**src/rtl/spi_fe_pkg.sv**
```systemverilog
package spi_fe_pkg;
  localparam int FE_CNT_W = 20;

  typedef enum logic [2:0] {
    ST_IDLE, ST_LEAD, ST_XFER, ST_TRAIL, ST_GAP
  } fe_state_e;

  // half SCK period in clocks: prime prescaler times half the scaler
  function automatic logic [FE_CNT_W-1:0] fe_half_period(input logic [1:0] pre,
                                                         input logic [3:0] sc);
    logic [FE_CNT_W-1:0] p, h;
    case (pre)
      2'd0:    p = FE_CNT_W'(2);
      2'd1:    p = FE_CNT_W'(3);
      2'd2:    p = FE_CNT_W'(5);
      default: p = FE_CNT_W'(7);
    endcase
    if (sc < 4'd4) h = FE_CNT_W'(sc) + FE_CNT_W'(1);
    else           h = FE_CNT_W'(1) << (sc - 4'd1);
    return p * h;
  endfunction

  // delay in clocks: odd prescaler times 2^(sc+1)
  function automatic logic [FE_CNT_W-1:0] fe_delay(input logic [1:0] pre,
                                                   input logic [3:0] sc);
    logic [FE_CNT_W-1:0] p;
    p = FE_CNT_W'({pre, 1'b1});
    return p << ({1'b0, sc} + 5'd1);
  endfunction
endpackage

```
**src/rtl/spi_fe_cfg.sv**
```systemverilog
module spi_fe_cfg #(
  parameter int CNT_W = spi_fe_pkg::FE_CNT_W,
  parameter int WW    = 5
) (
  input  logic [31:0]      attr,
  output logic [WW-1:0]    width,
  output logic             cpol,
  output logic             cpha,
  output logic             lsb_first,
  output logic [CNT_W-1:0] half,
  output logic [CNT_W-1:0] lead,
  output logic [CNT_W-1:0] trail,
  output logic [CNT_W-1:0] gap
);
  import spi_fe_pkg::*;
  localparam int MIN_BITS = 4;

  logic [3:0] fsz;
  assign fsz       = attr[30:27];
  assign cpol      = attr[26];
  assign cpha      = attr[25];
  assign lsb_first = attr[24];

  always_comb begin
    if (fsz < 4'(MIN_BITS - 1)) width = WW'(MIN_BITS);
    else                        width = WW'(fsz) + WW'(1);
  end

  assign half  = CNT_W'(fe_half_period(attr[17:16], attr[3:0]));
  assign lead  = CNT_W'(fe_delay(attr[23:22], attr[15:12]));
  assign trail = CNT_W'(fe_delay(attr[21:20], attr[11:8]));
  assign gap   = CNT_W'(fe_delay(attr[19:18], attr[7:4]));
endmodule

```
**src/rtl/spi_fe_bits.sv**
```systemverilog
module spi_fe_bits #(
  parameter int DW = 16,
  parameter int WW = 5,
  parameter int IW = 4
) (
  input  logic          clk,
  input  logic          rst_n,
  input  logic          load,
  input  logic [DW-1:0] tx_in,
  input  logic          lsb_first,
  input  logic [WW-1:0] width,
  input  logic          shift_en,
  input  logic [IW-1:0] shift_idx,
  input  logic          samp_en,
  input  logic [IW-1:0] samp_idx,
  input  logic          miso,
  output logic          mosi,
  output logic [DW-1:0] rx_acc
);
  logic [DW-1:0] tx_q;

  // wire-order index -> word bit position
  function automatic logic [IW-1:0] pos(input logic [IW-1:0] idx);
    logic [WW-1:0] t;
    t = width - WW'(1) - WW'(idx);
    return lsb_first ? idx : IW'(t);
  endfunction

  always_ff @(posedge clk or negedge rst_n) begin
    if (!rst_n) begin
      tx_q   <= '0;
      rx_acc <= '0;
      mosi   <= 1'b0;
    end else if (load) begin
      tx_q   <= tx_in;
      rx_acc <= '0;
      mosi   <= tx_in[pos('0)];
    end else begin
      if (shift_en) mosi <= tx_q[pos(shift_idx)];
      if (samp_en)  rx_acc[pos(samp_idx)] <= miso;
    end
  end


  shift_samp_excl_chk: assert property (@(posedge clk) disable iff (!rst_n)
    !(shift_en && samp_en));

  load_quiet_chk: assert property (@(posedge clk) disable iff (!rst_n)
    load |-> !(shift_en || samp_en));
endmodule

```
**src/rtl/spi_frame_engine.sv**
```systemverilog
module spi_frame_engine #(
  parameter int DW    = 16,
  parameter int NCS   = 6,
  parameter int CNT_W = spi_fe_pkg::FE_CNT_W
) (
  input  logic           clk,
  input  logic           rst_n,
  input  logic [31:0]    attr,
  input  logic           frm_valid,
  output logic           frm_ready,
  input  logic [DW-1:0]  frm_tx,
  input  logic [NCS-1:0] frm_cs,
  input  logic           frm_cont,
  input  logic           miso,
  output logic           sck,
  output logic           mosi,
  output logic [NCS-1:0] cs_n,
  output logic [DW-1:0]  rx_word,
  output logic           frm_done
);
  import spi_fe_pkg::*;
  localparam int WW = $clog2(DW + 1);
  localparam int IW = $clog2(DW);
  localparam int EW = $clog2(2 * DW + 1);

  fe_state_e        state;
  logic [31:0]      attr_q, attr_eff;
  logic [CNT_W-1:0] cnt, hcnt;
  logic [EW-1:0]    edge_n, e_new, last_e;
  logic             cont_q, accept, tick, samp_en, shift_en;
  logic [WW-1:0]    width;
  logic             cpol, cpha, lsb_first;
  logic [CNT_W-1:0] half, lead, trail, gap;
  logic [DW-1:0]    rx_acc;

  // live attribute while idle so acceptance sees the new frame's settings
  assign attr_eff  = (state == ST_IDLE) ? attr : attr_q;
  assign frm_ready = (state == ST_IDLE);
  assign accept    = frm_valid && frm_ready;

  spi_fe_cfg #(.CNT_W(CNT_W), .WW(WW)) u_cfg (
    .attr(attr_eff), .width(width), .cpol(cpol), .cpha(cpha),
    .lsb_first(lsb_first), .half(half), .lead(lead), .trail(trail), .gap(gap)
  );

  assign e_new    = edge_n + EW'(1);
  assign last_e   = EW'(width) << 1;
  assign tick     = (state == ST_XFER) && (hcnt == '0);
  assign samp_en  = tick && (e_new[0] ^ cpha);
  assign shift_en = tick && !(e_new[0] ^ cpha) && (e_new != last_e)
                    && !(cpha && (e_new == EW'(1)));

  spi_fe_bits #(.DW(DW), .WW(WW), .IW(IW)) u_bits (
    .clk(clk), .rst_n(rst_n), .load(accept), .tx_in(frm_tx),
    .lsb_first(lsb_first), .width(width),
    .shift_en(shift_en), .shift_idx(IW'(e_new >> 1)),
    .samp_en(samp_en), .samp_idx(IW'((e_new - EW'(1)) >> 1)),
    .miso(miso), .mosi(mosi), .rx_acc(rx_acc)
  );

  always_ff @(posedge clk or negedge rst_n) begin
    if (!rst_n) begin
      state    <= ST_IDLE;
      attr_q   <= '0;
      cont_q   <= 1'b0;
      cnt      <= '0;
      hcnt     <= '0;
      edge_n   <= '0;
      sck      <= 1'b0;
      cs_n     <= '1;
      rx_word  <= '0;
      frm_done <= 1'b0;
    end else begin
      frm_done <= 1'b0;
      case (state)
        ST_IDLE: if (accept) begin
          attr_q <= attr;
          cont_q <= frm_cont;
          cs_n   <= ~frm_cs;
          sck    <= cpol;
          cnt    <= lead - CNT_W'(1);
          state  <= ST_LEAD;
        end
        ST_LEAD: if (cnt == '0) begin
          hcnt   <= half - CNT_W'(1);
          edge_n <= '0;
          state  <= ST_XFER;
        end else cnt <= cnt - CNT_W'(1);
        ST_XFER: if (tick) begin
          sck    <= ~sck;
          edge_n <= e_new;
          hcnt   <= half - CNT_W'(1);
          if (e_new == last_e) begin
            cnt   <= trail - CNT_W'(1);
            state <= ST_TRAIL;
          end
        end else hcnt <= hcnt - CNT_W'(1);
        ST_TRAIL: if (cnt == '0) begin
          frm_done <= 1'b1;
          rx_word  <= rx_acc;
          if (!cont_q) cs_n <= '1;
          cnt   <= gap - CNT_W'(1);
          state <= ST_GAP;
        end else cnt <= cnt - CNT_W'(1);
        ST_GAP: if (cnt == '0) state <= ST_IDLE;
                else cnt <= cnt - CNT_W'(1);
        default: state <= ST_IDLE;
      endcase
    end
  end


  sck_rest_chk: assert property (@(posedge clk) disable iff (!rst_n)
    (state == ST_LEAD || state == ST_TRAIL || state == ST_GAP) |-> (sck == cpol));

  sck_move_chk: assert property (@(posedge clk) disable iff (!rst_n)
    !$stable(sck) |-> ($past(state) == ST_XFER || $past(state) == ST_IDLE));

  edge_bound_chk: assert property (@(posedge clk) disable iff (!rst_n)
    (state == ST_XFER) |-> (edge_n < last_e));

  cs_held_chk: assert property (@(posedge clk) disable iff (!rst_n)
    (state == ST_XFER) |-> ($countones(~cs_n) >= 1));

  cs_release_chk: assert property (@(posedge clk) disable iff (!rst_n)
    (frm_done && !cont_q) |-> (cs_n == '1));

  done_pulse_chk: assert property (@(posedge clk) disable iff (!rst_n)
    frm_done |=> !frm_done);

  rx_hold_chk: assert property (@(posedge clk) disable iff (!rst_n)
    !frm_done |-> $stable(rx_word));

  attr_hold_chk: assert property (@(posedge clk) disable iff (!rst_n)
    (state != ST_IDLE) |=> $stable(attr_q));
endmodule

```
**config.mk**
```make
export PLATFORM = sky130hd
export DESIGN_NAME = spi_frame_engine
export DESIGN_NICKNAME = d
export VERILOG_FILES = /design/src/rtl/spi_fe_pkg.sv /design/src/rtl/spi_fe_cfg.sv /design/src/rtl/spi_fe_bits.sv /design/src/rtl/spi_frame_engine.sv
export SDC_FILE = /design/constraint.sdc
export NUM_CORES = 1
export LEC_CHECK = 0
export CAP_MARGIN = 20
export CORE_UTILIZATION = 40
export DETAILED_ROUTE_END_ITERATION = 8
export PLACE_DENSITY_LB_ADDON = 0.15
export SLEW_MARGIN = 5
export SYNTH_ARGS = -nofsm -noshare
export SYNTH_HDL_FRONTEND = slang
export SYNTH_HIERARCHICAL = 1
export SYNTH_SLANG_ARGS = --single-unit
```
**constraint.sdc**
```tcl
create_clock -name clk -period 20.9 [get_ports clk]
set_input_delay 4.18 -clock clk [delete_from_list [all_inputs] [get_ports clk]]
set_output_delay 4.18 -clock clk [all_outputs]
set_load 0.03 [all_outputs]
```
==> run summary, run 1 <==
status = finished, final reports clean
TritonCTS Buffers = 17
critical path launch point type = primary input
area of the mapped netlist = 12,800 µm²
CP Capture Type = flip-flop
worst-path fanout max = 8
Max stage delay on crit path = 620 ps
Gate Count Post-Synth = 1,563
crit path DAT = 10,660 ps
row count = 65
Port Buffer Count = 83
CORE AREA = 31,500 µm²
critical path class = in2reg
GR Overflow Total = 0
clock-pin slew on the worst setup and hold paths = 70 ps
H-tree depth = 4
Worst Path Buf+Inv = 3
Root Buffer = clkbuf_16
Via density = 5.75
Psw = 1.10 mW
Critical Path RT = 21,260 ps
synth-to-layout area growth = 12.2%
Clock Path Buffers = 2
reg2reg setup slack = 12,930 ps
Remaining DRCs = 0
Cells on Worst Hold Path = 2
Worst Hold Class = reg2reg
commonest non-fill, non-tap cell in the layout = nand2_1
Final min period = 10,300 ps
max-slew violation count = 0
die area = 32,700 µm²
Final Hold Fails = 0
synthesized area per cell = 8.18 µm²
commonest non-fill, non-tap cells in the layout = nand2_1, nor2_1, dfrtp_1
fraction of layout cells with a size suffix above 1 = 10.8%
post-cts sizing count = 0
Tcrit/Tclk final = 49.3%
Gate power share = 68.4%
DR iter-0 viols = 923
wire per inst = 16.7 µm
Peak VDD IR = 0.0863 mV
Slew HR = 28.5%
Slew @ Worst Pin = 1060 ps
Tot Pwr = 2.22 mW
Pleak = 6.10 nW
Yosys warning total = 6
Max-Cap Viols = 0
Die H = 181 µm
CP Depth = 25
hold-fix buffers at CTS = 0
Clock Latency Late Sink = 440 ps
Sw Ratio = 49.5%
Post-Syn Nets = 1,684
PwrDens = 155 nW/µm²
fin nets = 1,699
Final setup viols = 0
# Post-CTS Setup Buffers = 0
Setup TNS = 0 ps
fmax = 97.1 MHz
Ant. Diodes = 0
Post-Route WL = 33.3 mm
Initial Util = 40.6%
first-pass GRT wire length = 55.6 mm
largest net degree at the start of global routing = 79
# clock sinks = 138
initial antenna violation count = 0
# IOs = 85
Int Pwr = 1.12 mW
drt pass-1 iters = 5
clock power share = 14.0%
vias in the first global route = 10,825
Worst path slowest cell = or4_1
reg2reg path depth = 24
gr usage total = 20.7%
via count = 11,448
dpl hpwl = 24.3 mm
Flop pwr share = 17.6%
Routed Antenna Nets = 0
worst clock skew = 10.5 ps
CTS tree = built
RSZ-0062 raised after global routing = no
Die W = 181 µm
Top delay family on crit path = simple AND/OR/NAND/NOR gates
placer congestion estimate = 0.864
through the flow:
step	worst slack (ps)	instances	utilization (%)	hold WS [ps]	area [µm²]
5_1_grt	10090	1992	45.6	480	14300
3_5_place_dp	10190	1960	43.7	455	13700
6_report	10600	1992	45.6	463	14300
4_1_cts	10650	1991	45.5	469	14300
3_3_place_gp	10280	1960	43.7	451	13700
2_1_floorplan	11320	1563	-	443	12800
layer usage:
layer | global-route usage, % | share of wire [%]
met3 | 2.58 | 2.9
met1 | 27.9 | 47
met2 | 35.2 | 49
met4 | 4.75 | 1.2
met5 | 0 | 0
layout make-up:
type | instances | area [µm²]
Fill cell | 3107 | 17100
Multi-Input combinational cell | 1261 | 8630
Sequential cell | 138 | 3460
Timing Repair Buffer | 92 | 907
Tap cell | 402 | 503
Clock buffer | 19 | 443
Inverter | 68 | 255
Clock inverter | 12 | 141
final timing paths:
check	start	to
min reg2reg	rx_word[7]$_DFFE_PN0P_	rx_word[7]$_DFFE_PN0P_
max reg2reg	state[0]$_DFFE_PN0P_	hcnt[19]$_DFFE_PN0P_
max	attr[0]	hcnt[19]$_DFFE_PN0P_
min	rx_word[7]$_DFFE_PN0P_	rx_word[7]$_DFFE_PN0P_
min in group asynchronous	rst_n	attr_q[7]$_DFFE_PN0P_
max in group asynchronous	rst_n	u_bits/tx_q[5]$_DFFE_PN0P_
worst min-delay path, delay by kind of cell, from the launching register on:
kind          cells  cell delay [ps]
simple gates      2              100
flops             1              340
power groups by stage:
stage                     clock network (mW)  registers (mW)  logic, mW
final                                  0.310           0.390       1.52
after global routing                   0.327           0.400       1.68
after CTS                              0.316           0.390       1.51
after detailed placement                   0           0.394       1.50
after global placement                     0           0.392       1.48
after floorplan                            0           0.391       1.20
state kept, by name, summed over array words and instances (netlist names):
name,flops
cont_q,1
u_bits/tx_q,16
frm_done,1
rx_word,16
sck,1
u_bits/mosi,1
cnt,20
hcnt,20
attr_q,31
state,3
u_bits/rx_acc,16
cs_n,6
edge_n,6
Note: power is estimated with default switching activity, not from simulation.
==> inputs of run 2 (changes only) <==
==> constraint.sdc (replaced) <==
create_clock -name clk -period 8.85 [get_ports clk]
set_input_delay 1.77 -clock clk [delete_from_list [all_inputs] [get_ports clk]]
set_output_delay 1.77 -clock clk [all_outputs]
set_load 0.03 [all_outputs]
==> run summary, run 2 (synthesis gave the netlist of run 1 again) <==
Flop pwr share = 17.5% (about the same)
hold-fix buffers at CTS = 0 (unchanged)
critical path class = in2reg
vias in the first global route = 11,035 (+1.9%)
Post-Route WL = 33.3 mm (-0.23%)
Peak VDD IR = 0.227 mV (+160%)
TritonCTS Buffers = 17 (unchanged)
Routed Antenna Nets = 0 (unchanged)
commonest non-fill, non-tap cells in the layout = nand2_1, nor2_1, dfrtp_1
drt pass-1 iters = 5 (unchanged)
Post-DP Area = 13,800 µm² (+0.16%)
Layout Utilization = 45.8% (+0.27 points)
Die W = 181 µm (unchanged)
Via density = 5.72 (-0.50%)
# clock sinks = 138 (unchanged)
Slew HR = 33.3% (+4.8 points)
number of flip-flops under the largest register name = 31 (unchanged)
placed insts = 1,963 (+0.15%)
Setup TNS = 0 ps (unchanged)
reg-to-reg startpoint = state[0]$_DFFE_PN0P_
Cell Count, Final, Fillers Out = 1,997 (+0.25%)
commonest non-fill, non-tap cell in the layout = nand2_1
synth-to-layout area growth = 12.9%
largest registers = attr_q: 31 flops, cnt: 20 flops, hcnt: 20 flops
fmax = 127 MHz
Max-Cap Viols = 0 (unchanged)
Remaining DRCs = 0 (unchanged)
# Post-CTS Setup Buffers = 0 (unchanged)
Final min period = 7850 ps
max-slew violation count = 0 (unchanged)
CP Capture Type = flip-flop
Final Hold Fails = 0 (unchanged)
die area = 32,700 µm² (unchanged)
CP startpoint = attr[1]
post-cts sizing count = 0 (unchanged)
PwrDens = 365 nW/µm² (+140%)
Sw Ratio = 49.6% (+0.095 points)
# IOs = 85 (unchanged)
gr usage total = 21.0% (+0.27 points)
worst clock skew = 12.5 ps (+2.00 ps)
Die H = 181 µm (unchanged)
clock-pin slew on the worst setup and hold paths = 70 ps (about the same)
status = finished, final reports clean
placer congestion estimate = 0.856 (-0.93%)
critical path launch point type = primary input
wire per inst = 16.7 µm (-0.48%)
crit path DAT = 8230 ps (-2430 ps)
Final Cell Area = 14,400 µm² (+0.59%)
hold_sp = rx_word[7]$_DFFE_PN0P_
RSZ-0062 raised after global routing = no
Worst Hold Class = reg2reg
reg2reg setup slack = 1440 ps (-11,490 ps)
Clock Path Buffers = 2 (unchanged)
fraction of layout cells with a size suffix above 1 = 11.2% (+0.34 points)
Pleak = 6.16 nW (+1.0%)
Ant. Diodes = 0 (unchanged)
Root Buffer = clkbuf_16
Psw = 2.61 mW (+140%)
via count = 11,419 (-0.25%)
Tcrit/Tclk final = 88.7%
row count = 65 (unchanged)
GR Overflow Total = 0 (unchanged)
CTS tree = built
Largest Register = attr_q
Slew @ Worst Pin = 997 ps (-65.4 ps)
dpl hpwl = 24.4 mm (+0.48%)
first-pass GRT wire length = 56.1 mm (+1.0%)
fin nets = 1,703 (+0.24%)
Int Pwr = 2.65 mW (+140%)
Final setup viols = 0 (unchanged)
Port Buffer Count = 83 (unchanged)
clock power share = 14.7% (+0.7 points)
Critical Path RT = 9220 ps (-12,040 ps)
largest net degree at the start of global routing = 78 (-1.3%)
DR iter-0 viols = 862 (-6.6%)
initial antenna violation count = 0 (unchanged)
Gate power share = 67.8% (-0.6 points)
Clock Latency Late Sink = 450 ps (about the same)
CORE AREA = 31,500 µm² (unchanged)
worst-path fanout max = 12 (+4)
Initial Util = 40.6% (unchanged)
Tot Pwr = 5.27 mW (+140%)
H-tree depth = 4 (unchanged)
## run 2: changes by cell type in the layout (fill, tap and decap cells not counted), sizes merged
cell      delta
buf          +4
clkbuf       -2
clkinv       -2
inv          +9
clkinvlp     -4
## run 2: per-layer routing
layer  wire, µm  part of all wire, %  GRT usage [%]  vias up
met4        659                  2.0           6.74        0
met5          0                    0              0        -
met3       1010                  3.0           2.64       41
met1      15600                   47           27.6     5483
met2      16000                   48           35.6      212
li1           -                    -              -     5683
## run 2: final cells by class
cell class | count | area, µm²
clock buffers | 17 | 425
repair buffers | 96 | 957
fillers | 3110 | 17000
well taps | 402 | 503
inverters | 68 | 255
multi-input cells | 1261 | 8630
clock inverters | 15 | 194
flip-flops and latches | 138 | 3460
## run 2: per-stage QoR
| stage | hold slack, ps | setup WS (ps) |
|---|---|---|
| floorplan | 443 | 1680 |
| global placement | 453 | 713 |
| detailed placement | 458 | 623 |
| CTS | 474 | 1080 |
| global route | 497 | 506 |
| finish | 468 | 996 |
## run 2: critical path: stages
cell and delay (ps):
clkdlybuf4s50_1 420, mux2_2 340, inv_1 120, ha_1 290
nand2b_1 110, or4_1 400, o21ai_1 450, nand3_1 210
fa_1 570, inv_1 40, ha_1 360, a21o_1 230
a31o_1 210, a2111oi_0 470, a211oi_1 110, xor2_1 190
or4_1 610, or4_1 470, nor4_1 340, xor2_1 170
nand2_1 60, o31a_1 130, o22ai_1 140
## run 2: power by group through the flow
stage	Clock, mW	Sequential, mW	Combinational (mW)
2_1_floorplan	0	0.922	2.84
3_3_place_gp	0	0.925	3.50
3_5_place_dp	0	0.930	3.54
4_1_cts	0.800	0.919	3.56
5_1_grt	0.821	0.946	3.98
6_report	0.775	0.919	3.57
## run 2: worst paths after layout
check	end	depth (start not counted)
max in group asynchronous	u_bits/tx_q[5]$_DFFE_PN0P_	2
hold reg to reg	rx_word[7]$_DFFE_PN0P_	2
setup / recovery	hcnt[19]$_DFFE_PN0P_	23
hold / removal	rx_word[7]$_DFFE_PN0P_	2
setup reg to reg	hcnt[19]$_DFFE_PN0P_	22
min in group asynchronous	attr_q[7]$_DFFE_PN0P_	1
